===== config.mk =====
export PLATFORM = sky130hd
export DESIGN_NAME = usb_ls_rx
export DESIGN_NICKNAME = d
export VERILOG_FILES = /design/src/rtl/usb_ls_rx_pkg.sv /design/src/rtl/lsrx_line_sync.sv /design/src/rtl/lsrx_bit_timer.sv /design/src/rtl/lsrx_bit_unpack.sv /design/src/rtl/usb_ls_rx.sv
export SDC_FILE = /design/constraint.sdc
export NUM_CORES = 1
export LEC_CHECK = 0
export CORE_MARGIN = 2
export CORE_UTILIZATION = 61
export CTS_CLUSTER_DIAMETER = 200
export DETAILED_ROUTE_END_ITERATION = 7
export PLACE_DENSITY = 0.84
export SLEW_MARGIN = 20
export SYNTH_ARGS = -nofsm -noshare
export SYNTH_HDL_FRONTEND = slang
export SYNTH_SLANG_ARGS = --single-unit

===== constraint.sdc =====
create_clock -name clk -period 5.8 [get_ports clk]
set_input_delay 1.16 -clock clk [delete_from_list [all_inputs] [get_ports clk]]
set_output_delay 1.16 -clock clk [all_outputs]
set_load 0.03 [all_outputs]

===== src/rtl/usb_ls_rx_pkg.sv =====
package usb_ls_rx_pkg;

  typedef enum logic [1:0] {
    RX_IDLE,
    RX_SYNC,
    RX_DATA,
    RX_DRAIN
  } rx_state_e;

  typedef struct packed {
    logic dp;
    logic dm;
  } line_t;

  localparam int unsigned STUFF_RUN = 6;
  localparam int unsigned BYTE_W    = 8;

endpackage


===== src/rtl/lsrx_line_sync.sv =====
module lsrx_line_sync
  import usb_ls_rx_pkg::*;
#(
  parameter int unsigned STAGES = 2
) (
  input  logic  clk,
  input  logic  rst_n,
  input  line_t line_in,
  output line_t line_s,
  output logic  dp_edge,
  output logic  dp_rise
);

  logic [STAGES-1:0] dp_pipe;
  logic [STAGES-1:0] dm_pipe;
  logic              dp_prev;

  // Each stage is its own flop pair; the idle J level is the reset value.
  for (genvar g = 0; g < STAGES; g++) begin : g_stage
    if (g == 0) begin : g_head
      always_ff @(posedge clk or negedge rst_n) begin
        if (!rst_n) begin
          dp_pipe[0] <= 1'b0;
          dm_pipe[0] <= 1'b1;
        end else begin
          dp_pipe[0] <= line_in.dp;
          dm_pipe[0] <= line_in.dm;
        end
      end
    end else begin : g_tail
      always_ff @(posedge clk or negedge rst_n) begin
        if (!rst_n) begin
          dp_pipe[g] <= 1'b0;
          dm_pipe[g] <= 1'b1;
        end else begin
          dp_pipe[g] <= dp_pipe[g-1];
          dm_pipe[g] <= dm_pipe[g-1];
        end
      end
    end
  end

  always_ff @(posedge clk or negedge rst_n) begin
    if (!rst_n) dp_prev <= 1'b0;
    else        dp_prev <= dp_pipe[STAGES-1];
  end

  assign line_s.dp = dp_pipe[STAGES-1];
  assign line_s.dm = dm_pipe[STAGES-1];
  assign dp_edge   = dp_pipe[STAGES-1] ^ dp_prev;
  assign dp_rise   = dp_pipe[STAGES-1] & ~dp_prev;

endmodule


===== src/rtl/lsrx_bit_timer.sv =====
module lsrx_bit_timer #(
  parameter int unsigned OSR = 8
) (
  input  logic clk,
  input  logic rst_n,
  input  logic edge_in,
  output logic strobe
);

  localparam int unsigned PW = (OSR > 2) ? $clog2(OSR) : 1;
  localparam logic [PW-1:0] HALF = PW'(OSR / 2);
  localparam logic [PW-1:0] LAST = PW'(OSR - 1);

  logic [PW-1:0] phase;

  // The cycle that shows a D+ change counts as phase 0.
  always_ff @(posedge clk or negedge rst_n) begin
    if (!rst_n)              phase <= '0;
    else if (edge_in)        phase <= PW'(1);
    else if (phase == LAST)  phase <= '0;
    else                     phase <= phase + 1'b1;
  end

  assign strobe = !edge_in && (phase == HALF);

endmodule


===== src/rtl/lsrx_bit_unpack.sv =====
module lsrx_bit_unpack
  import usb_ls_rx_pkg::*;
(
  input  logic              clk,
  input  logic              rst_n,
  input  logic              init,
  input  logic              bit_en,
  input  logic              level,
  output logic              byte_done,
  output logic [BYTE_W-1:0] byte_out,
  output logic [BYTE_W-1:0] mask_out,
  output logic              stuff_err
);

  localparam int unsigned IW = $clog2(BYTE_W);
  localparam int unsigned OW = $clog2(STUFF_RUN + 1);
  localparam logic [OW-1:0] RUN_V  = OW'(STUFF_RUN);
  localparam logic [IW-1:0] LAST_I = IW'(BYTE_W - 1);

  logic              last_lvl;
  logic [OW-1:0]     ones;
  logic [IW-1:0]     idx;
  logic [BYTE_W-1:0] shreg;
  logic [BYTE_W-1:0] mask_acc;
  logic              dec;
  logic              stuff_slot;

  assign dec        = (level == last_lvl);
  assign stuff_slot = (ones == RUN_V);

  always_ff @(posedge clk or negedge rst_n) begin
    if (!rst_n) begin
      last_lvl <= 1'b0;
      ones     <= '0;
      idx      <= '0;
      shreg    <= '0;
      mask_acc <= '0;
    end else if (init) begin
      // The sync field ends on K and its last decoded bit is a one.
      last_lvl <= 1'b1;
      ones     <= OW'(1);
      idx      <= '0;
      shreg    <= '0;
      mask_acc <= '0;
    end else if (bit_en) begin
      last_lvl <= level;
      if (stuff_slot) begin
        ones          <= '0;
        mask_acc[idx] <= 1'b1;
      end else begin
        shreg <= {dec, shreg[BYTE_W-1:1]};
        ones  <= dec ? ones + 1'b1 : '0;
        idx   <= (idx == LAST_I) ? '0 : idx + 1'b1;
        if (idx == LAST_I) mask_acc <= '0;
      end
    end
  end

  assign byte_done = bit_en && !stuff_slot && (idx == LAST_I);
  assign byte_out  = {dec, shreg[BYTE_W-1:1]};
  assign mask_out  = mask_acc;
  assign stuff_err = bit_en && stuff_slot && dec;

endmodule


===== src/rtl/usb_ls_rx.sv =====
module usb_ls_rx
  import usb_ls_rx_pkg::*;
#(
  parameter int unsigned OSR           = 8,
  parameter int unsigned SYNC_STAGES   = 2,
  parameter int unsigned MAX_BYTES     = 11,
  parameter int unsigned MIN_SYNC_BITS = 4,
  localparam int unsigned LEN_W        = $clog2(MAX_BYTES + 1)
) (
  input  logic             clk,
  input  logic             rst_n,
  input  logic             line_dp,
  input  logic             line_dm,
  output logic             byte_valid,
  output logic [7:0]       byte_data,
  output logic [7:0]       byte_stuff,
  output logic             pkt_done,
  output logic [LEN_W-1:0] pkt_len,
  output logic             pkt_overflow,
  output logic             pkt_error,
  output logic             rx_active
);

  localparam int unsigned SYNC_W = $clog2(MIN_SYNC_BITS + 1);
  localparam logic [SYNC_W-1:0] SYNC_SAT = SYNC_W'(MIN_SYNC_BITS);
  localparam logic [LEN_W-1:0]  LIMIT    = LEN_W'(MAX_BYTES);

  line_t       line_raw;
  line_t       line_s;
  logic        dp_edge;
  logic        dp_rise;
  logic        strobe;
  logic        se0;

  rx_state_e   state;
  logic [SYNC_W-1:0] sync_cnt;
  logic        prev_k;
  logic        se0_seen;
  logic [LEN_W-1:0] byte_cnt;

  logic        sync_ok;
  logic        asm_init;
  logic        bit_en;
  logic        asm_done;
  logic [7:0]  asm_byte;
  logic [7:0]  asm_mask;
  logic        asm_err;

  assign line_raw.dp = line_dp;
  assign line_raw.dm = line_dm;

  lsrx_line_sync #(.STAGES(SYNC_STAGES)) u_sync (
    .clk     (clk),
    .rst_n   (rst_n),
    .line_in (line_raw),
    .line_s  (line_s),
    .dp_edge (dp_edge),
    .dp_rise (dp_rise)
  );

  lsrx_bit_timer #(.OSR(OSR)) u_timer (
    .clk     (clk),
    .rst_n   (rst_n),
    .edge_in (dp_edge),
    .strobe  (strobe)
  );

  assign se0      = !line_s.dp && !line_s.dm;
  assign sync_ok  = (int'(sync_cnt) + 1) >= int'(MIN_SYNC_BITS);
  assign asm_init = (state == RX_SYNC) && strobe && line_s.dp && prev_k && sync_ok;
  assign bit_en   = (state == RX_DATA) && strobe && !se0 && !se0_seen;

  lsrx_bit_unpack u_unpack (
    .clk       (clk),
    .rst_n     (rst_n),
    .init      (asm_init),
    .bit_en    (bit_en),
    .level     (line_s.dp),
    .byte_done (asm_done),
    .byte_out  (asm_byte),
    .mask_out  (asm_mask),
    .stuff_err (asm_err)
  );

  always_ff @(posedge clk or negedge rst_n) begin
    if (!rst_n) begin
      state        <= RX_IDLE;
      sync_cnt     <= '0;
      prev_k       <= 1'b0;
      se0_seen     <= 1'b0;
      byte_cnt     <= '0;
      byte_valid   <= 1'b0;
      byte_data    <= '0;
      byte_stuff   <= '0;
      pkt_done     <= 1'b0;
      pkt_len      <= '0;
      pkt_overflow <= 1'b0;
      pkt_error    <= 1'b0;
    end else begin
      byte_valid <= 1'b0;
      pkt_done   <= 1'b0;
      unique case (state)
        RX_IDLE: begin
          if (dp_rise) begin
            state    <= RX_SYNC;
            prev_k   <= 1'b0;
            sync_cnt <= '0;
          end
        end
        RX_SYNC: begin
          if (strobe) begin
            if (line_s.dp && prev_k) begin
              if (sync_ok) begin
                state    <= RX_DATA;
                byte_cnt <= '0;
                se0_seen <= 1'b0;
              end else begin
                state <= RX_IDLE;
              end
            end else if (!line_s.dp && !prev_k) begin
              state <= RX_IDLE;
            end else begin
              prev_k <= line_s.dp;
              if (sync_cnt != SYNC_SAT) sync_cnt <= sync_cnt + 1'b1;
            end
          end
        end
        RX_DATA: begin
          if (strobe) begin
            if (se0) begin
              if (se0_seen) begin
                state        <= RX_IDLE;
                pkt_done     <= 1'b1;
                pkt_len      <= byte_cnt;
                pkt_overflow <= 1'b0;
                pkt_error    <= 1'b0;
              end else begin
                se0_seen <= 1'b1;
              end
            end else if (se0_seen || asm_err) begin
              state        <= RX_DRAIN;
              pkt_done     <= 1'b1;
              pkt_len      <= byte_cnt;
              pkt_overflow <= 1'b0;
              pkt_error    <= 1'b1;
            end else if (asm_done) begin
              if (byte_cnt == LIMIT) begin
                state        <= RX_DRAIN;
                pkt_done     <= 1'b1;
                pkt_len      <= byte_cnt;
                pkt_overflow <= 1'b1;
                pkt_error    <= 1'b0;
              end else begin
                byte_valid <= 1'b1;
                byte_data  <= asm_byte;
                byte_stuff <= asm_mask;
                byte_cnt   <= byte_cnt + 1'b1;
              end
            end
          end
        end
        RX_DRAIN: begin
          if (se0) state <= RX_IDLE;
        end
        default: state <= RX_IDLE;
      endcase
    end
  end

  assign rx_active = (state != RX_IDLE);

endmodule


==> flow_metrics.env <==
export IMPL_syn_to_final_growth_pct=16.3
export IMPL_drt_iter0_drc=140
export IMPL_yosys_cell_types_count=56
export IMPL_ir_worst_vdd_uv=175
export IMPL_place_congestion=0.782
export IMPL_path_max_fanout=11
export IMPL_rsz0062_at_grt="false"
export IMPL_skew_ps=9.50
export IMPL_cts_resized=0
export IMPL_grt_pass1_vias=2098
export IMPL_path_class="reg2out"
export IMPL_rr_startpoint="u_sync.line_s[1]$_DFF_PN0_"
export IMPL_synth_avg_cell_area_sq_um=11.0
export IMPL_power_density_nw_per_um2=268
export IMPL_layout_commonest_cell="dfrtp_1"
export IMPL_die_area_sq_um=5550
export IMPL_finalMaxSlewViolations=0
export IMPL_grt_max_degree=66
export IMPL_cts_buffers=9
export IMPL_initial_utilization_pct=63.8
export IMPL_avgViaCountPerCell=5.69
export IMPL_totalPowerFinal_w=0.000944
export IMPL_crit_path_cell_trace="nor2_1 -> inv_1 -> clkdlybuf4s50_1"
export IMPL_min_from="u_sync.dp_pipe[0]$_DFF_PN0_"
export IMPL_synthTopCellsByArea="dfrtp_1 52%, mux2_2 7.4%, ha_1 4.5%, nand2_1 3.3%, o21ai_0 3.1%"
export IMPL_drive_above_1_share_pct=15.3
export IMPL_antenna_found_initial=0
export IMPL_syn_inst=275
export IMPL_netlist_top_cell_by_area="dfrtp_1"
export IMPL_place_hpwl_um=3780
export IMPL_wl_per_cell_um=14.9
export IMPL_synthFlopType="dfrtp_1"
export IMPL_setup_viol=0
export IMPL_hold_violations=0
export IMPL_num_io_pins=29
export IMPL_crit_path_start_kind="flop"
export IMPL_routed_wirelength_um=5560
export IMPL_core_sq_um=4750
export IMPL_die_height_um=74.5
export IMPL_io_buffers=28
export IMPL_synthesis_area_sq_um=3030
export IMPL_reg2reg_slack_ps=3100
export IMPL_register_area_sq_um=1630
export IMPL_fillerInstances=342
export IMPL_finalCoreUtilization_pct=74.2
export IMPL_timing_rr_end="byte_stuff[7]$_DFFE_PN0P_"
export IMPL_maxCapViolations=0
export IMPL_grt_usage_pct=22.9
export IMPL_endpoint_kind="output port"
export IMPL_worst_pin_slew_ps=895
export IMPL_nets=317
export IMPL_yosys_warnings=0
export IMPL_cp_required_ps=4640
export IMPL_clkLatencyLatePin_ps=350
export IMPL_synth_nets=290
export IMPL_die_x_um=74.5
export IMPL_synth_edf_count=0
export IMPL_hold_path_end="u_sync.line_s[1]$_DFF_PN0_"
export IMPL_postRouteAntennaNets=0
export IMPL_post_route_period_util_pct=49.5
export IMPL_rows=25
export IMPL_cpPeakStageDelay_ps=660
export IMPL_fin_setup_tns_ps=0
export IMPL_hold_class="reg2reg"
export IMPL_yosysSeqAreaShare_pct=53.7
export IMPL_timing_fmax_mhz=348
export IMPL_drc_errors=0
export IMPL_cts_tree="done"
export IMPL_cts_root_buf="clkbuf_8"
export IMPL_drtPass1Iterations=4
export IMPL_p_leak_nw=1.61
export IMPL_holdWs_ps=362
export IMPL_grt_pass1_wl_um=9530
export IMPL_hold_path_depth=0
export IMPL_mostFrequentLayoutCells="63 x dfrtp_1, 27 x nand2_1, 27 x clkdlybuf4s50_1, 20 x mux2_2, 19 x o21ai_0"
export IMPL_clockBufferDepth=2
export IMPL_routed_via_count=2127
export IMPL_diodes=0
export IMPL_cts_reportedPaths_clkPinSlew_ps=70
export IMPL_ctsHoldBuffers=0
export IMPL_rr_worst_depth=5
export IMPL_worstPathArrival_ps=1710
export IMPL_synth_top_area_share_pct=52.0
export IMPL_cts_htree_levels=3
export IMPL_synthArstFlopShare_pct=100
export IMPL_clkSinkCount=65
export IMPL_crit_path_top_delay_cell="clkdlybuf4s50_1"
export IMPL_overflow=0
export IMPL_ys_seq_elements=65
export IMPL_multi_input_area_sq_um=1270
export IMPL_slew_headroom_pct=40.1
export IMPL_status="finished, final reports clean"
export IMPL_min_period_ps=2870
export IMPL_postCtsSetupBuffers=0
cells by family (layout without fill, tap and decap cells):
logic type / count (synthesis) / in the layout / synth area share [%]
and+or+nand+nor: 78 / 78 / 13.7
AOI/OAI and AO/OA: 66 / 66 / 14.1
DFF: 65 / 65 / 53.7
buffers and inverters: 29 / 61 / 4.54
muxes: 23 / 23 / 8.46
adders and majority gates: 11 / 11 / 4.54
xor gates and xnor gates: 3 / 3 / 0.867
per-layer routing:
metal  GRT usage (%)  routed length [um]
met5               0                   0
met4            10.7                 114
met3            4.07                 189
met2            35.9                2720
met1            31.1                2530
critical path: cells and delay by family, from the launching register on:
kind	cells	cell delay, ps
buffers and inverters	2	720
DFF	1	520
and+or+nand+nor	1	120
flip-flops by register name (all words and copies together) (netlist names), 2 cells and up:
signal and count:
pkt_len 4, state 2, u_unpack.mask_out 8, byte_data 8
u_unpack.idx 3, u_sync.line_s 2, byte_cnt 4, u_unpack.shreg 7
sync_cnt 3, u_timer.phase 3, u_unpack.ones 3, byte_stuff 8
cell type report:
class,instances,share of cell area [%]
inverters,15,1.60
well taps,67,2.38
flip-flops and latches,65,46.2
clock buffers,12,4.12
clock inverters,4,1.45
repair buffers,30,8.23
multi-input cells,181,36.0
cell usage after synthesis, drive strengths merged, types with 2 or more instances:
| master | count |
|---|---|
| and2 | 4 |
| a211oi | 2 |
| buf | 7 |
| dfrtp | 63 |
| nor3 | 3 |
| o211ai | 4 |
| nand3 | 5 |
| nor2b | 4 |
| dfstp | 2 |
| a31oi | 3 |
| ha | 11 |
| a21oi | 16 |
| o21bai | 2 |
| nand2b | 4 |
| and3 | 3 |
| o21ai | 19 |
| clkbuf | 7 |
| nand2 | 27 |
| nor2 | 16 |
| or3 | 3 |
| a41oi | 6 |
| inv | 15 |
| mux2i | 2 |
| mux2 | 21 |
| a21boi | 2 |
| xnor2 | 2 |
power by group:
group,switching (W),internal (W)
Sequential,0.0000184,0.000469
Clock,0.000173,0.000211
Combinational,0.0000422,0.0000299
Total,0.000233,0.000711
metrics by stage:
stage	instance area (sq um)	worst slack, ps	instances
3_3_place_gp	3320	3090	358
5_1_grt	3530	2870	374
6_report	3530	2930	374
2_1_floorplan	3030	3730	275
3_5_place_dp	3320	2960	358
4_1_cts	3520	2930	374
worst max path at each step:
stage / endpoint / start / slack (ps) / cells after the start
floorplan: byte_data[3]$_DFFE_PN0P_ / u_sync.line_s[1]$_DFF_PN0_ / 3730 / 7
global placement: u_unpack.ones[2]$_DFFE_PN0P_ / u_sync.line_s[1]$_DFF_PN0_ / 3090 / 5
detailed placement: u_unpack.ones[2]$_DFFE_PN0P_ / u_sync.line_s[1]$_DFF_PN0_ / 2960 / 5
CTS: rx_active / state[0]$_DFFE_PN0P_ / 2930 / 3
global route: rx_active / state[0]$_DFFE_PN0P_ / 2870 / 3
finish: rx_active / state[0]$_DFFE_PN0P_ / 2930 / 3
No activity file was read; power rests on OpenSTA's default activity.
